$ cat config.mk
export PLATFORM = sky130hd
export DESIGN_NAME = mesi_coh_ctrl
export DESIGN_NICKNAME = d
export VERILOG_FILES = /design/src/rtl/mesi_pkg.sv /design/src/rtl/mesi_line_store.sv /design/src/rtl/mesi_snoop_port.sv /design/src/rtl/mesi_req_fsm.sv /design/src/rtl/mesi_coh_ctrl.sv
export SDC_FILE = /design/constraint.sdc
export NUM_CORES = 1
export LEC_CHECK = 0
export BUFFER_PORTS_ARGS = -buffer_cell sky130_fd_sc_hd__buf_2
export CORE_ASPECT_RATIO = 0.6
export CORE_MARGIN = 8
export CORE_UTILIZATION = 35
export CTS_CLUSTER_SIZE = 40
export DETAILED_ROUTE_END_ITERATION = 6
export HOLD_SLACK_MARGIN = 0.06
export SYNTH_ARGS = -nofsm -noshare
export SYNTH_HDL_FRONTEND = slang
export SYNTH_HIERARCHICAL = 1
export SYNTH_SLANG_ARGS = --single-unit
$ cat constraint.sdc
create_clock -name clk -period 14.56 [get_ports clk]
set_input_delay 2.912 -clock clk [delete_from_list [all_inputs] [get_ports clk]]
set_output_delay 2.912 -clock clk [all_outputs]
set_load 0.05 [all_outputs]
$ cat src/rtl/mesi_pkg.sv
// Shared types for the coherence controller: line states, bus commands
// and processor operation codes. Encodings are visible at the ports.
package mesi_pkg;

    typedef enum logic [1:0] {
        ST_I = 2'd0,
        ST_S = 2'd1,
        ST_E = 2'd2,
        ST_M = 2'd3
    } line_state_e;

    typedef enum logic [1:0] {
        BUS_NONE = 2'd0,
        BUS_RD   = 2'd1,
        BUS_RDX  = 2'd2,
        BUS_INV  = 2'd3
    } bus_cmd_e;

    typedef enum logic [1:0] {
        F_IDLE   = 2'd0,
        F_BUS    = 2'd1,
        F_XLOCK  = 2'd2,
        F_XWRITE = 2'd3
    } req_fsm_e;

    localparam logic [1:0] OP_LOAD  = 2'd0;
    localparam logic [1:0] OP_STORE = 2'd1;
    localparam logic [1:0] OP_XCHG  = 2'd2;

endpackage

$ cat src/rtl/mesi_line_store.sv
// Direct-mapped line storage: state, tag and one data word per line.
// Two read ports (processor side, snoop side). Processor writes may set
// state, tag and data; snoop writes touch the state only. Assumes the two
// write ports never hit the same line in one cycle; the processor port wins
// if they ever do.
module mesi_line_store
    import mesi_pkg::*;
#(
    parameter int NUM_LINES = 4,
    parameter int TAG_W     = 14,
    parameter int DATA_W    = 32,
    localparam int IDX_W    = $clog2(NUM_LINES)
) (
    input  logic              clk,
    input  logic              rst_n,
    input  logic [IDX_W-1:0]  rd_a_idx,
    output line_state_e       rd_a_state,
    output logic [TAG_W-1:0]  rd_a_tag,
    output logic [DATA_W-1:0] rd_a_data,
    input  logic [IDX_W-1:0]  rd_b_idx,
    output line_state_e       rd_b_state,
    output logic [TAG_W-1:0]  rd_b_tag,
    output logic [DATA_W-1:0] rd_b_data,
    input  logic              cw_en,
    input  logic [IDX_W-1:0]  cw_idx,
    input  line_state_e       cw_state,
    input  logic [TAG_W-1:0]  cw_tag,
    input  logic              cw_data_en,
    input  logic [DATA_W-1:0] cw_data,
    input  logic              sw_en,
    input  logic [IDX_W-1:0]  sw_idx,
    input  line_state_e       sw_state
);

    line_state_e       st_q  [NUM_LINES];
    logic [TAG_W-1:0]  tag_q [NUM_LINES];
    logic [DATA_W-1:0] dat_q [NUM_LINES];

    for (genvar g = 0; g < NUM_LINES; g++) begin : g_line
        logic cw_hit;
        logic sw_hit;
        assign cw_hit = cw_en && (cw_idx == IDX_W'(g));
        assign sw_hit = sw_en && (sw_idx == IDX_W'(g));

        // Per-line state register: processor write first, then snoop write.
        always_ff @(posedge clk) begin
            if (!rst_n) begin
                st_q[g] <= ST_I;
            end else if (cw_hit) begin
                st_q[g] <= cw_state;
            end else if (sw_hit) begin
                st_q[g] <= sw_state;
            end
        end

        // Per-line tag and data registers, written from the processor side.
        always_ff @(posedge clk) begin
            if (!rst_n) begin
                tag_q[g] <= '0;
                dat_q[g] <= '0;
            end else if (cw_hit) begin
                tag_q[g] <= cw_tag;
                if (cw_data_en) begin
                    dat_q[g] <= cw_data;
                end
            end
        end
    end

    // Read port muxes.
    assign rd_a_state = st_q[rd_a_idx];
    assign rd_a_tag   = tag_q[rd_a_idx];
    assign rd_a_data  = dat_q[rd_a_idx];
    assign rd_b_state = st_q[rd_b_idx];
    assign rd_b_tag   = tag_q[rd_b_idx];
    assign rd_b_data  = dat_q[rd_b_idx];

endmodule

$ cat src/rtl/mesi_snoop_port.sv
// Snoop responder: decides in the same cycle whether a peer transaction hits
// a local line, whether the line is locked by an exchange (retry), whether a
// dirty word must be supplied, and which state the line takes at the edge.
// Purely combinational; assumes the line store read port is indexed by the
// snoop address.
module mesi_snoop_port
    import mesi_pkg::*;
#(
    parameter int TAG_W  = 14,
    parameter int DATA_W = 32
) (
    input  logic              snp_valid,
    input  logic [1:0]        snp_cmd,
    input  logic [TAG_W-1:0]  snp_tag,
    input  logic              lock_on_line,
    input  line_state_e       line_state,
    input  logic [TAG_W-1:0]  line_tag,
    input  logic [DATA_W-1:0] line_data,
    output logic              snp_shared,
    output logic              snp_supply,
    output logic [DATA_W-1:0] snp_data,
    output logic              snp_retry,
    output logic              sw_en,
    output line_state_e       sw_state
);

    logic hit;
    logic serve;

    // Hit detection, lock check and next-state choice.
    always_comb begin
        hit        = snp_valid && (snp_cmd != BUS_NONE) &&
                     (line_state != ST_I) && (line_tag == snp_tag);
        snp_retry  = hit && lock_on_line;
        serve      = hit && !lock_on_line;
        snp_shared = serve;
        snp_supply = serve && (line_state == ST_M);
        snp_data   = line_data;
        sw_en      = serve;
        sw_state   = (snp_cmd == BUS_RD) ? ST_S : ST_I;
    end

endmodule

$ cat src/rtl/mesi_req_fsm.sv
// Processor-side request engine. Serves hits locally, raises one bus
// request for misses and missing rights, fills or upgrades the line on a
// winning grant, and runs exchanges as a locked read cycle followed by a
// write cycle. Assumes bus_grant never coincides with snp_valid (the bus
// carries one transaction at a time).
module mesi_req_fsm
    import mesi_pkg::*;
#(
    parameter int ADDR_W = 16,
    parameter int DATA_W = 32,
    parameter int IDX_W  = 2,
    localparam int TAG_W = ADDR_W - IDX_W
) (
    input  logic              clk,
    input  logic              rst_n,
    input  logic              cpu_req_valid,
    output logic              cpu_req_ready,
    input  logic [1:0]        cpu_req_op,
    input  logic [ADDR_W-1:0] cpu_req_addr,
    input  logic [DATA_W-1:0] cpu_req_wdata,
    output logic              cpu_resp_valid,
    output logic [DATA_W-1:0] cpu_resp_rdata,
    input  logic              snp_busy,
    output logic              bus_req_valid,
    output logic [1:0]        bus_req_cmd,
    output logic [ADDR_W-1:0] bus_req_addr,
    input  logic              bus_grant,
    input  logic              bus_retry_in,
    input  logic              bus_shared_in,
    input  logic [DATA_W-1:0] bus_fill_data,
    output logic              evict_valid,
    output logic [ADDR_W-1:0] evict_addr,
    output logic [DATA_W-1:0] evict_data,
    output logic [IDX_W-1:0]  lk_idx,
    input  line_state_e       lk_state,
    input  logic [TAG_W-1:0]  lk_tag,
    input  logic [DATA_W-1:0] lk_data,
    output logic              cw_en,
    output line_state_e       cw_state,
    output logic [TAG_W-1:0]  cw_tag,
    output logic              cw_data_en,
    output logic [DATA_W-1:0] cw_data,
    output logic              lock_active,
    output logic [IDX_W-1:0]  lock_idx
);

    req_fsm_e          fsm_q;
    logic [1:0]        op_q;
    logic [ADDR_W-1:0] addr_q;
    logic [DATA_W-1:0] wdata_q;
    logic [DATA_W-1:0] old_q;
    logic              resp_q;
    logic [DATA_W-1:0] rdata_q;

    logic              idle;
    logic              accept;
    logic [ADDR_W-1:0] cur_addr;
    logic [TAG_W-1:0]  cur_tag;
    logic [1:0]        cur_op;
    logic              hit;
    logic              owned;
    bus_cmd_e          cmd;
    logic              win;

    // Lookup of the current request against the line it maps to.
    always_comb begin
        idle     = (fsm_q == F_IDLE);
        cur_addr = idle ? cpu_req_addr : addr_q;
        cur_op   = idle ? cpu_req_op : op_q;
        lk_idx   = cur_addr[IDX_W-1:0];
        cur_tag  = cur_addr[ADDR_W-1:IDX_W];
        hit      = (lk_state != ST_I) && (lk_tag == cur_tag);
        owned    = hit && ((lk_state == ST_E) || (lk_state == ST_M));
        cpu_req_ready = idle && !snp_busy;
        accept   = cpu_req_valid && cpu_req_ready;
    end

    // Bus command choice, grant qualification and victim write-out.
    always_comb begin
        if (cur_op == OP_LOAD) begin
            cmd = BUS_RD;
        end else if (hit && (lk_state == ST_S)) begin
            cmd = BUS_INV;
        end else begin
            cmd = BUS_RDX;
        end
        bus_req_valid = (fsm_q == F_BUS);
        bus_req_cmd   = cmd;
        bus_req_addr  = addr_q;
        win           = bus_req_valid && bus_grant && !bus_retry_in;
        evict_valid   = win && (cmd != BUS_INV) && (lk_state == ST_M) &&
                        (lk_tag != cur_tag);
        evict_addr    = {lk_tag, lk_idx};
        evict_data    = lk_data;
        lock_active   = (fsm_q == F_XLOCK) || (fsm_q == F_XWRITE);
        lock_idx      = addr_q[IDX_W-1:0];
    end

    // Line writes from the processor side: silent store, fill/upgrade, exchange write.
    always_comb begin
        cw_en      = 1'b0;
        cw_state   = ST_M;
        cw_tag     = cur_tag;
        cw_data_en = 1'b0;
        cw_data    = bus_fill_data;
        unique case (fsm_q)
            F_IDLE: begin
                if (accept && (cur_op == OP_STORE) && owned) begin
                    cw_en      = 1'b1;
                    cw_data_en = 1'b1;
                    cw_data    = cpu_req_wdata;
                end
            end
            F_BUS: begin
                if (win) begin
                    cw_en      = 1'b1;
                    cw_data_en = (cmd != BUS_INV);
                    if (op_q == OP_LOAD) begin
                        cw_state = bus_shared_in ? ST_S : ST_E;
                    end else if (op_q == OP_STORE) begin
                        cw_data_en = 1'b1;
                        cw_data    = wdata_q;
                    end
                end
            end
            F_XWRITE: begin
                cw_en      = 1'b1;
                cw_data_en = 1'b1;
                cw_data    = wdata_q;
            end
            default: ;
        endcase
    end

    // Sequencing of requests and the registered response.
    always_ff @(posedge clk) begin
        if (!rst_n) begin
            fsm_q   <= F_IDLE;
            op_q    <= OP_LOAD;
            addr_q  <= '0;
            wdata_q <= '0;
            old_q   <= '0;
            resp_q  <= 1'b0;
            rdata_q <= '0;
        end else begin
            resp_q <= 1'b0;
            unique case (fsm_q)
                F_IDLE: begin
                    if (accept) begin
                        op_q    <= cpu_req_op;
                        addr_q  <= cpu_req_addr;
                        wdata_q <= cpu_req_wdata;
                        if (cpu_req_op == OP_LOAD) begin
                            if (hit) begin
                                resp_q  <= 1'b1;
                                rdata_q <= lk_data;
                            end else begin
                                fsm_q <= F_BUS;
                            end
                        end else if (cpu_req_op == OP_STORE) begin
                            if (owned) begin
                                resp_q  <= 1'b1;
                                rdata_q <= '0;
                            end else begin
                                fsm_q <= F_BUS;
                            end
                        end else begin
                            fsm_q <= owned ? F_XLOCK : F_BUS;
                        end
                    end
                end
                F_BUS: begin
                    if (win) begin
                        if (op_q == OP_LOAD) begin
                            resp_q  <= 1'b1;
                            rdata_q <= bus_fill_data;
                            fsm_q   <= F_IDLE;
                        end else if (op_q == OP_STORE) begin
                            resp_q  <= 1'b1;
                            rdata_q <= '0;
                            fsm_q   <= F_IDLE;
                        end else begin
                            fsm_q <= F_XLOCK;
                        end
                    end
                end
                F_XLOCK: begin
                    old_q <= lk_data;
                    fsm_q <= F_XWRITE;
                end
                F_XWRITE: begin
                    resp_q  <= 1'b1;
                    rdata_q <= old_q;
                    fsm_q   <= F_IDLE;
                end
                default: fsm_q <= F_IDLE;
            endcase
        end
    end

    assign cpu_resp_valid = resp_q;
    assign cpu_resp_rdata = rdata_q;

endmodule

$ cat src/rtl/mesi_coh_ctrl.sv
// Coherence controller for one private direct-mapped cache on a snooping
// bus. Connects the line store, the processor request engine and the snoop
// responder. Assumes NUM_LINES is a power of two, at least 2, and that the
// environment never grants the bus in a cycle carrying a snoop.
module mesi_coh_ctrl
    import mesi_pkg::*;
#(
    parameter int ADDR_W    = 16,
    parameter int DATA_W    = 32,
    parameter int NUM_LINES = 4
) (
    input  logic              clk,
    input  logic              rst_n,
    input  logic              cpu_req_valid,
    output logic              cpu_req_ready,
    input  logic [1:0]        cpu_req_op,
    input  logic [ADDR_W-1:0] cpu_req_addr,
    input  logic [DATA_W-1:0] cpu_req_wdata,
    output logic              cpu_resp_valid,
    output logic [DATA_W-1:0] cpu_resp_rdata,
    output logic              bus_req_valid,
    output logic [1:0]        bus_req_cmd,
    output logic [ADDR_W-1:0] bus_req_addr,
    input  logic              bus_grant,
    input  logic              bus_retry_in,
    input  logic              bus_shared_in,
    input  logic [DATA_W-1:0] bus_fill_data,
    output logic              evict_valid,
    output logic [ADDR_W-1:0] evict_addr,
    output logic [DATA_W-1:0] evict_data,
    input  logic              snp_valid,
    input  logic [1:0]        snp_cmd,
    input  logic [ADDR_W-1:0] snp_addr,
    output logic              snp_shared,
    output logic              snp_supply,
    output logic [DATA_W-1:0] snp_data,
    output logic              snp_retry
);

    localparam int IDX_W = $clog2(NUM_LINES);
    localparam int TAG_W = ADDR_W - IDX_W;

    logic [IDX_W-1:0]  lk_idx;
    line_state_e       lk_state;
    logic [TAG_W-1:0]  lk_tag;
    logic [DATA_W-1:0] lk_data;
    line_state_e       sn_state;
    logic [TAG_W-1:0]  sn_tag;
    logic [DATA_W-1:0] sn_data;
    logic              cw_en;
    line_state_e       cw_state;
    logic [TAG_W-1:0]  cw_tag;
    logic              cw_data_en;
    logic [DATA_W-1:0] cw_data;
    logic              sw_en;
    line_state_e       sw_state;
    logic              lock_active;
    logic [IDX_W-1:0]  lock_idx;
    logic              lock_on_line;

    assign lock_on_line = lock_active && (lock_idx == snp_addr[IDX_W-1:0]);

    mesi_line_store #(
        .NUM_LINES (NUM_LINES),
        .TAG_W     (TAG_W),
        .DATA_W    (DATA_W)
    ) u_store (
        .clk        (clk),
        .rst_n      (rst_n),
        .rd_a_idx   (lk_idx),
        .rd_a_state (lk_state),
        .rd_a_tag   (lk_tag),
        .rd_a_data  (lk_data),
        .rd_b_idx   (snp_addr[IDX_W-1:0]),
        .rd_b_state (sn_state),
        .rd_b_tag   (sn_tag),
        .rd_b_data  (sn_data),
        .cw_en      (cw_en),
        .cw_idx     (lk_idx),
        .cw_state   (cw_state),
        .cw_tag     (cw_tag),
        .cw_data_en (cw_data_en),
        .cw_data    (cw_data),
        .sw_en      (sw_en),
        .sw_idx     (snp_addr[IDX_W-1:0]),
        .sw_state   (sw_state)
    );

    mesi_req_fsm #(
        .ADDR_W (ADDR_W),
        .DATA_W (DATA_W),
        .IDX_W  (IDX_W)
    ) u_req (
        .clk            (clk),
        .rst_n          (rst_n),
        .cpu_req_valid  (cpu_req_valid),
        .cpu_req_ready  (cpu_req_ready),
        .cpu_req_op     (cpu_req_op),
        .cpu_req_addr   (cpu_req_addr),
        .cpu_req_wdata  (cpu_req_wdata),
        .cpu_resp_valid (cpu_resp_valid),
        .cpu_resp_rdata (cpu_resp_rdata),
        .snp_busy       (snp_valid),
        .bus_req_valid  (bus_req_valid),
        .bus_req_cmd    (bus_req_cmd),
        .bus_req_addr   (bus_req_addr),
        .bus_grant      (bus_grant),
        .bus_retry_in   (bus_retry_in),
        .bus_shared_in  (bus_shared_in),
        .bus_fill_data  (bus_fill_data),
        .evict_valid    (evict_valid),
        .evict_addr     (evict_addr),
        .evict_data     (evict_data),
        .lk_idx         (lk_idx),
        .lk_state       (lk_state),
        .lk_tag         (lk_tag),
        .lk_data        (lk_data),
        .cw_en          (cw_en),
        .cw_state       (cw_state),
        .cw_tag         (cw_tag),
        .cw_data_en     (cw_data_en),
        .cw_data        (cw_data),
        .lock_active    (lock_active),
        .lock_idx       (lock_idx)
    );

    mesi_snoop_port #(
        .TAG_W  (TAG_W),
        .DATA_W (DATA_W)
    ) u_snoop (
        .snp_valid    (snp_valid),
        .snp_cmd      (snp_cmd),
        .snp_tag      (snp_addr[ADDR_W-1:IDX_W]),
        .lock_on_line (lock_on_line),
        .line_state   (sn_state),
        .line_tag     (sn_tag),
        .line_data    (sn_data),
        .snp_shared   (snp_shared),
        .snp_supply   (snp_supply),
        .snp_data     (snp_data),
        .snp_retry    (snp_retry),
        .sw_en        (sw_en),
        .sw_state     (sw_state)
    );

endmodule

==> flow_summary.ini, run 1 <==
[outcome]
status = complete, no violations

[logic_synthesis]
synthCells = 1556
synth_edf_count = 192
synth_top_cell_area_share_pct = 33.6
seq_area_frac_synth_pct = 47.2
synth_flop_cell = edfxtp_1
synth_top_cell_by_area = edfxtp_1
syn_nets = 1663
yosys-top-cells-count = 210 x nand2_1, 192 x edfxtp_1, 189 x and2_1
synth.ff_latch_count = 309
synth_area_leaders = edfxtp_1 34%, dfxtp_1 14%, mux4_2 13%
ys_async_sr_fraction_pct = 0
yosysWarnings = 6
syn-mean-instance-area_um2 = 11.0
yosysUniqueCellTypes = 60
syn_area_mm2 = 0.0172
yosysMostFrequentCell = nand2_1

[cts]
clk_path_buf_depth = 3
post_cts_resized = 0
insertion_delay_ns = 0.53
postCtsSetupBuffers = 0
cts_root_buffer = clkbuf_16
hold_buffers = 0
cts_inserted_buffers = 34
cts_max_level = 2
clk_pin_slew_ns = 0.06
cts_tree = done
clock-sinks = 309

[finish]
multi_input_area_mm2 = 0.00791
postLayoutCellArea_mm2 = 0.0193
num-fill-cells = 4748
drive_gt1_share_pct = 27.6
syn_to_final_growth_pct = 12.4
fin_nets = 1748
seqCellArea_mm2 = 0.00811

[drt]
viasPerCell = 5.76
m1WireLength_um = 26500
wl_per_cell_um = 25.9
vias = 13338
route.antenna.remaining_nets = 0
drtIter0Drc = 1738
wl_met3_um = 6420
drc_errors = 0
highest_layer = met5
finalWirelength_um = 60100
wl_met2_um = 26200
firstDrtPassIters = 7

[setup_path]
crit_path_end_kind = output pin
worst-r2r-cell-count = 13
worstPathArrival_ns = 6.81
crit_type = input port to output pin
crit_fanout = 34
reg2reg_from = u_req/fsm_q[0]$_SDFFE_PN0P_
startpoint = cpu_req_addr[0]
r2r_setup_slack_ns = 7.15
timing.rr.end = u_store/dat_q[3][4]$_SDFFCE_PN0P_
critPathLaunchType = input port
required_ns = 11.65
cp-endpoint = bus_req_cmd[0]

[sta]
finClkSkew_ns = 0.0192
worstMarginPinSlew_ns = 1.19
period_share_pct = 66.8
hold_violations = 0
setup_viol = 0
final_max_slew_viol_count = 0
period_needed_ns = 9.72
setup_tns_ns = 0
rsz0062_at_grt = no
slew_headroom_pct = 21.0
fmax_ghz = 0.103

[power]
power_leakage_nw = 7.27
switchingPower_uw = 654
ir_drop_mv = 0.0663
p_seq_share_pct = 44.4
swShare_pct = 29.9
intPower_mw = 1.53
comb_power_share_pct = 17.7
power_density_mw_per_mm2 = 113
pwr-share-clk_pct = 37.9

[global_route]
grt_max_degree = 73
grt_pass1_wl_um = 88000
antenna_found_initial = 1
grt_pass1_vias = 13031
grt_remaining_overflow = 0
grt_usage_pct = 20.4

[placed_design]
numPortBuffers = 243
hpwlAfterDp_um = 38800
place.gp.congestion = 0.877
placed_cell_area_mm2 = 0.0183

[floorplan]
start_util_pct = 35.1
fp-row-count = 63
coreArea_mm2 = 0.0489
die_h_um = 188
dieArea_mm2 = 0.0566
ios = 244
die_w_um = 302

[min_path]
hp-class = flop to flop
whs_path_depth = 2

[job]
cap_violations = 0
[per-layer routing]
layer  track usage [%]  vias up
met5                 0        -
met4              4.19        2
met3              5.27       78
met2              30.5      734
met1              29.8     6686
li1                  -     5838
[cell type report]
class | count | share of cell area [%]
Clock inverter | 16 | 0.421
Clock buffer | 45 | 5.00
Antenna cell | 1 | 0.0130
Timing Repair Buffer | 262 | 7.06
Sequential cell | 309 | 42.0
Multi-Input combinational cell | 1018 | 41.0
Inverter | 16 | 0.311
Tap cell | 650 | 4.21
[how the worst min path moves through the flow]
stage / start / end / slack [ns]
after floorplan: u_req/old_q[10]$_SDFFE_PN0P_ / u_req/old_q[10]$_SDFFE_PN0P_ / 0.44
after global placement: u_req/old_q[29]$_SDFFE_PN0P_ / u_req/old_q[29]$_SDFFE_PN0P_ / 0.45
after detailed placement: u_req/old_q[22]$_SDFFE_PN0P_ / u_req/old_q[22]$_SDFFE_PN0P_ / 0.46
after CTS: u_req/old_q[24]$_SDFFE_PN0P_ / u_req/old_q[24]$_SDFFE_PN0P_ / 0.47
after global routing: u_req/old_q[24]$_SDFFE_PN0P_ / u_req/old_q[24]$_SDFFE_PN0P_ / 0.48
final: u_req/old_q[16]$_SDFFE_PN0P_ / u_req/old_q[16]$_SDFFE_PN0P_ / 0.47
[layout by cell type, fill, tap and decap left out, types with 8 or more instances in the layout]
master	n
nor2_1	44
xnor2_1	15
xor2_1	18
a21oi_1	39
a32o_1	8
a211oi_2	10
dfxtp_1	115
clkbuf_16	36
inv_1	16
edfxtp_1	192
o31ai_1	32
nor2_4	8
mux4_2	96
o22ai_1	33
nand2_1	207
a21boi_0	82
buf_4	21
o21a_1	33
and2_1	187
nor3_1	67
a222oi_1	33
buf_2	241
a211oi_1	23
[kinds of logic (layout without fill, tap and decap cells)]
kind of cell / count (synthesis) / in the layout / synth area share, %
XOR/XNOR: 33 / 33 / 1.68
AND/OR/NAND/NOR: 567 / 567 / 16.8
buffers and inverters: 229 / 339 / 7.42
AO/OA/AOI/OAI: 318 / 318 / 14.0
flip-flops: 309 / 309 / 47.2
multiplexers: 99 / 99 / 12.8
other: 1 / 2 / 0.0218
[state kept, by name, summed over array words and instances (netlist names)]
signal and count:
u_store/dat_q 128, u_store/st_q 8, u_req/old_q 32, u_store/tag_q 56, u_req/cpu_resp_valid 1, u_req/fsm_q 2, u_req/cpu_resp_rdata 32, u_req/op_q 2
u_req/wdata_q 32, u_req/bus_req_addr 16
[power groups by stage]
| stage | sequential, mW | combinational, mW | clock (mW) |
|---|---|---|---|
| floorplan | 1.00 | 0.274 | 0 |
| global placement | 0.988 | 0.381 | 0 |
| detailed placement | 0.990 | 0.385 | 0 |
| CTS | 0.971 | 0.386 | 0.850 |
| global route | 0.974 | 0.407 | 0.883 |
| finish | 0.972 | 0.387 | 0.830 |
[worst max-delay path: stages]
cell and delay, ns:
buf_2 0.09, nand2_1 0.08, nand2_4 0.48, buf_4 0.66, mux4_2 0.65, xor2_1 0.18
or4_1 0.55, o2bb2ai_2 0.21, nor3b_2 0.49, nand3_1 0.13, nand2_1 0.09, buf_2 0.26
[metrics by stage]
step           instances  worst slack [ns]  hold slack [ns]  power [mW]  utilization (%)
2_1_floorplan       1556              5.59            0.443        1.27                -
3_3_place_gp        2255              4.78            0.451        1.37             37.4
3_5_place_dp        2255              4.76            0.459        1.37             37.4
4_1_cts             2316              4.76            0.469        2.21             39.5
5_1_grt             2316              4.57            0.480        2.26             39.5
6_report            2317              4.84            0.468        2.19             39.5
Note: power is estimated with default switching activity, not from simulation.
==> inputs of run 2 (changes only) <==
==> constraint.sdc (replaced) <==
create_clock -name clk -period 8.7 [get_ports clk]
set_input_delay 1.74 -clock clk [delete_from_list [all_inputs] [get_ports clk]]
set_output_delay 1.74 -clock clk [all_outputs]
set_load 0.05 [all_outputs]
==> flow_summary.ini, run 2 (synthesis gave the netlist of run 1 again) <==
[outcome]
status = finished, violations left
violations = DRC

[sta]
final_max_slew_viol_count = 0
fmax_ghz = 0.146
slew_headroom_pct = 20.9
worstMarginPinSlew_ns = 1.18
period_share_pct = 78.9
hold_violations = 0
hold_ws_ns = 0.469
period_needed_ns = 6.87
setup_slack_ns = 1.83
finClkSkew_ns = 0.0211
rsz0062_at_grt = no
setup_viol = 0
setup_tns_ns = 0

[placed_design]
dp_cells = 2256
place.gp.congestion = 0.881
dp_slack_ns = 1.36
numPortBuffers = 243
hpwlAfterDp_um = 39500

[cts]
cts_max_level = 2
post_cts_resized = 0
postCtsSetupBuffers = 0
hold_buffers = 0
clk_pin_slew_ns = 0.06
clk_path_buf_depth = 3
clock-sinks = 309
cts_root_buffer = clkbuf_16
cts_tree = done
insertion_delay_ns = 0.53
cts_inserted_buffers = 34

[setup_path]
crit_type = input port to output pin
r2r_setup_slack_ns = 1.95
startpoint = snp_addr[0]
crit_fanout = 35
worstPathArrival_ns = 5.13
reg2reg_from = u_req/fsm_q[0]$_SDFFE_PN0P_
crit_path_end_kind = output pin
required_ns = 6.96
critPathLaunchType = input port

[finish]
largest_reg_flops = 128
fin_nets = 1749
fin_cells = 2321
drive_gt1_share_pct = 27.5
syn_to_final_growth_pct = 13.0
final_cell_mix = 241 x buf_2, 207 x nand2_1, 192 x edfxtp_1, 187 x and2_1, 115 x dfxtp_1
num-fill-cells = 4664
layout_commonest_cell = buf_2
largest_register = u_store/dat_q
top_regs = u_store/dat_q: 128 flops, u_store/tag_q: 56 flops

[floorplan]
coreArea_mm2 = 0.0489
die_w_um = 302
ios = 244
fp-row-count = 63
dieArea_mm2 = 0.0566
start_util_pct = 35.1
die_h_um = 188

[drt]
firstDrtPassIters = 7
finalWirelength_um = 59100
drtIter0Drc = 1779
wl_per_cell_um = 25.5
viasPerCell = 5.75
route.antenna.remaining_nets = 0
drc_errors = 17
vias = 13339

[power]
switchingPower_mw = 1.10
ir_drop_mv = 0.0999
p_seq_share_pct = 43.3
intPower_mw = 2.67
power_density_mw_per_mm2 = 194
swShare_pct = 29.2
power_leakage_nw = 7.30
comb_power_share_pct = 17.1
pwr-share-clk_pct = 39.6

[global_route]
grt_max_degree = 96
grt_usage_pct = 20.3
grt_remaining_overflow = 0
grt_pass1_wl_um = 88000
grt_pass1_vias = 13269
antenna_found_initial = 5

[min_path]
hp-start = u_req/old_q[0]$_SDFFE_PN0P_
hp-class = flop to flop

[job]
cap_violations = 0
-- run 2: changes by cell type in the layout (fill, tap and decap cells not counted) --
| cell | before | now |
|---|---|---|
| clkbuf_16 | 36 | 35 |
| bufinv_16 | 0 | 4 |
| clkinv_2 | 7 | 1 |
| buf_4 | 21 | 22 |
| clkinv_1 | 6 | 4 |
| clkbuf_1 | 6 | 10 |
| clkbuf_8 | 3 | 2 |
| inv_6 | 1 | 2 |
| diode_2 | 1 | 4 |
| clkinvlp_4 | 2 | 3 |
-- run 2: stage by stage --
step / instance area, um^2 / utilization, % / power, mW
6_report: 19400 / 39.7 / 3.76
5_1_grt: 19400 / 39.7 / 3.90
4_1_cts: 19400 / 39.7 / 3.79
3_5_place_dp: 18300 / 37.4 / 2.30
3_3_place_gp: 18300 / 37.4 / 2.29
2_1_floorplan: 17200 / - / 2.13
-- run 2: area by class of cell --
| type | count | area [um^2] | area share [%] |
|---|---|---|---|
| antenna | 4 | 10.0 | 0.0516 |
| clock buffer | 47 | 941 | 4.85 |
| clock inverter | 14 | 180 | 0.929 |
| inverter | 16 | 60.1 | 0.310 |
| multi-input combinational | 1018 | 7910 | 40.8 |
| sequential | 309 | 8110 | 41.8 |
| tap | 650 | 813 | 4.19 |
| timing repair buffer | 263 | 1370 | 7.07 |
-- run 2: power groups by stage --
stage	clock network, mW	registers (mW)	logic (mW)
after floorplan	0	1.67	0.459
after global placement	0	1.65	0.639
after detailed placement	0	1.66	0.644
after CTS	1.52	1.63	0.646
after global routing	1.58	1.63	0.682
final	1.49	1.63	0.645
-- run 2: layer usage --
| metal | GRT usage [%] | up-vias | wire [um] |
|---|---|---|---|
| met5 | 0 | - | 0 |
| met4 | 6.19 | 0 | 1580 |
| met3 | 5.65 | 99 | 6070 |
| met2 | 29.1 | 726 | 25200 |
| met1 | 29.4 | 6672 | 26300 |
| li1 | - | 5842 | - |
-- run 2: worst paths after layout --
check | to | cells past startpoint
setup / recovery | snp_shared | 8
hold / removal | u_req/old_q[0]$_SDFFE_PN0P_ | 2
setup reg to reg | u_store/dat_q[3][17]$_SDFFCE_PN0P_ | 11
hold reg to reg | u_req/old_q[0]$_SDFFE_PN0P_ | 2
-- run 2: critical path, stage by stage --
cell and delay, ns:
buf_4 0.33, buf_4 0.69, mux4_2 0.65, xor2_1 0.19, nor4_1 0.29, nand2_1 0.17, nor3_1 0.65, buf_2 0.40
==> inputs of run 3 (changes only) <==
==> constraint.sdc (replaced) <==
create_clock -name clk -period 6.1 [get_ports clk]
set_input_delay 1.22 -clock clk [delete_from_list [all_inputs] [get_ports clk]]
set_output_delay 1.22 -clock clk [all_outputs]
set_load 0.05 [all_outputs]
==> flow_summary.ini, run 3 (synthesis gave the netlist of run 1 again) <==
[outcome]
status = finished, violations left
violations = DRC

[finish]
largest_reg_flops = 128
syn_to_final_growth_pct = 14.3
drive_gt1_share_pct = 29.0
final_cell_mix = 241 x buf_2, 207 x nand2_1, 192 x edfxtp_1, 187 x and2_1, 115 x dfxtp_1
top_regs = u_store/dat_q: 128 flops, u_store/tag_q: 56 flops
fin_nets = 1774
layout_commonest_cell = buf_2
largest_register = u_store/dat_q
num-fill-cells = 4651
fin_cells = 2348

[sta]
slew_headroom_pct = 26.8
rsz0062_at_grt = no
worstMarginPinSlew_ns = 1.10
period_share_pct = 93.3
finClkSkew_ns = 0.0235
hold_violations = 0
fmax_ghz = 0.176
setup_viol = 0
period_needed_ns = 5.69
final_max_slew_viol_count = 0

[drt]
drc_errors = 7
firstDrtPassIters = 7
vias = 13558
viasPerCell = 5.77
route.antenna.remaining_nets = 0
drtIter0Drc = 1757
finalWirelength_um = 61200
wl_per_cell_um = 26.1

[global_route]
grt_pass1_vias = 13422
grt_remaining_overflow = 0
antenna_found_initial = 7
grt_pass1_wl_um = 89800
grt_max_degree = 64
grt_usage_pct = 20.8

[cts]
clk_pin_slew_ns = 0.06
clk_path_buf_depth = 3
postCtsSetupBuffers = 0
cts_max_level = 2
cts_inserted_buffers = 35
insertion_delay_ns = 0.54
post_cts_resized = 0
hold_buffers = 0
cts_root_buffer = clkbuf_16
clock-sinks = 309
cts_tree = done

[placed_design]
dp_cells = 2280
numPortBuffers = 243
place.gp.congestion = 0.878
hpwlAfterDp_um = 39900

[floorplan]
dieArea_mm2 = 0.0566
fp-row-count = 63
die_w_um = 302
start_util_pct = 35.1
coreArea_mm2 = 0.0489
die_h_um = 188
ios = 244

[setup_path]
crit_fanout = 22
crit_path_end_kind = output pin
required_ns = 4.88
worstPathArrival_ns = 4.47
critPathLaunchType = flop
crit_type = flop to output pin

[power]
power_density_mw_per_mm2 = 277
power_leakage_nw = 7.47
p_total_mw = 5.44
ir_drop_mv = 0.189

[job]
cap_violations = 0

[min_path]
hp-class = flop to flop
-- run 3: cell types whose count changed in the layout (fill, tap and decap cells not counted), moves of 2 or more --
cell        previous run  this run
buf_4                 22        46
clkbuf_1              10         5
clkinv_2               1         6
clkbuf_16             35        38
clkbuf_8               2         5
bufinv_16              4         2
clkinvlp_4             3         1
-- run 3: path summary, 6_finish.rpt --
path	start	end	depth (start not counted)	slack [ns]
setup reg to reg	u_req/fsm_q[0]$_SDFFE_PN0P_	u_store/dat_q[3][7]$_SDFFCE_PN0P_	14	0.96
hold reg to reg	u_req/wdata_q[13]$_SDFFE_PN0P_	u_req/wdata_q[13]$_SDFFE_PN0P_	2	0.47
setup / recovery	u_req/fsm_q[0]$_SDFFE_PN0P_	bus_req_cmd[0]	12	0.41
hold / removal	u_req/wdata_q[13]$_SDFFE_PN0P_	u_req/wdata_q[13]$_SDFFE_PN0P_	2	0.47
-- run 3: metal layers --
layer	routed length, um	global-route usage [%]	up-vias
met4	1380	5.67	4
met5	26	0	-
li1	-	-	5891
met3	6380	5.35	103
met2	26400	30.5	750
met1	27100	30.1	6810
-- run 3: area by class of cell --
cell class	count	area, um^2	share of cell area (%)
Antenna cell	5	12.5	0.0638
Tap cell	650	813	4.14
Timing Repair Buffer	287	1550	7.91
Sequential cell	309	8110	41.3
Clock inverter	14	124	0.631
Inverter	16	60.1	0.306
Multi-Input combinational cell	1018	7910	40.3
Clock buffer	49	1040	5.32
-- run 3: stage by stage --
step	TNS [ns]	hold slack (ns)	area [um^2]	setup WS [ns]	util (%)
global placement	0	0.450	18400	0.675	37.7
finish	0	0.467	19600	0.408	40.2
detailed placement	0	0.459	18400	0.627	37.7
global route	0	0.485	19600	0.111	40.1
CTS	0	0.469	19600	0.391	40.1
floorplan	-22.15	0.443	17200	-0.175	-
-- run 3: worst max-delay path, stage by stage, from the launching register on --
cell and delay, ns:
dfxtp_4 0.53, or2_1 0.38, nand2_1 0.16, nand2_4 0.30
mux4_2 0.60, inv_1 0.17, o221ai_1 0.13, or4_1 0.45
o2bb2ai_2 0.21, nor3b_2 0.40, nand3_1 0.22, nand2_1 0.13
buf_2 0.27
-- run 3: report_power, final --
| group | internal [mW] | switching [mW] |
|---|---|---|
| clock network | 1.28 | 0.897 |
| registers | 2.28 | 0.0401 |
| logic | 0.279 | 0.661 |
| total | 3.84 | 1.60 |
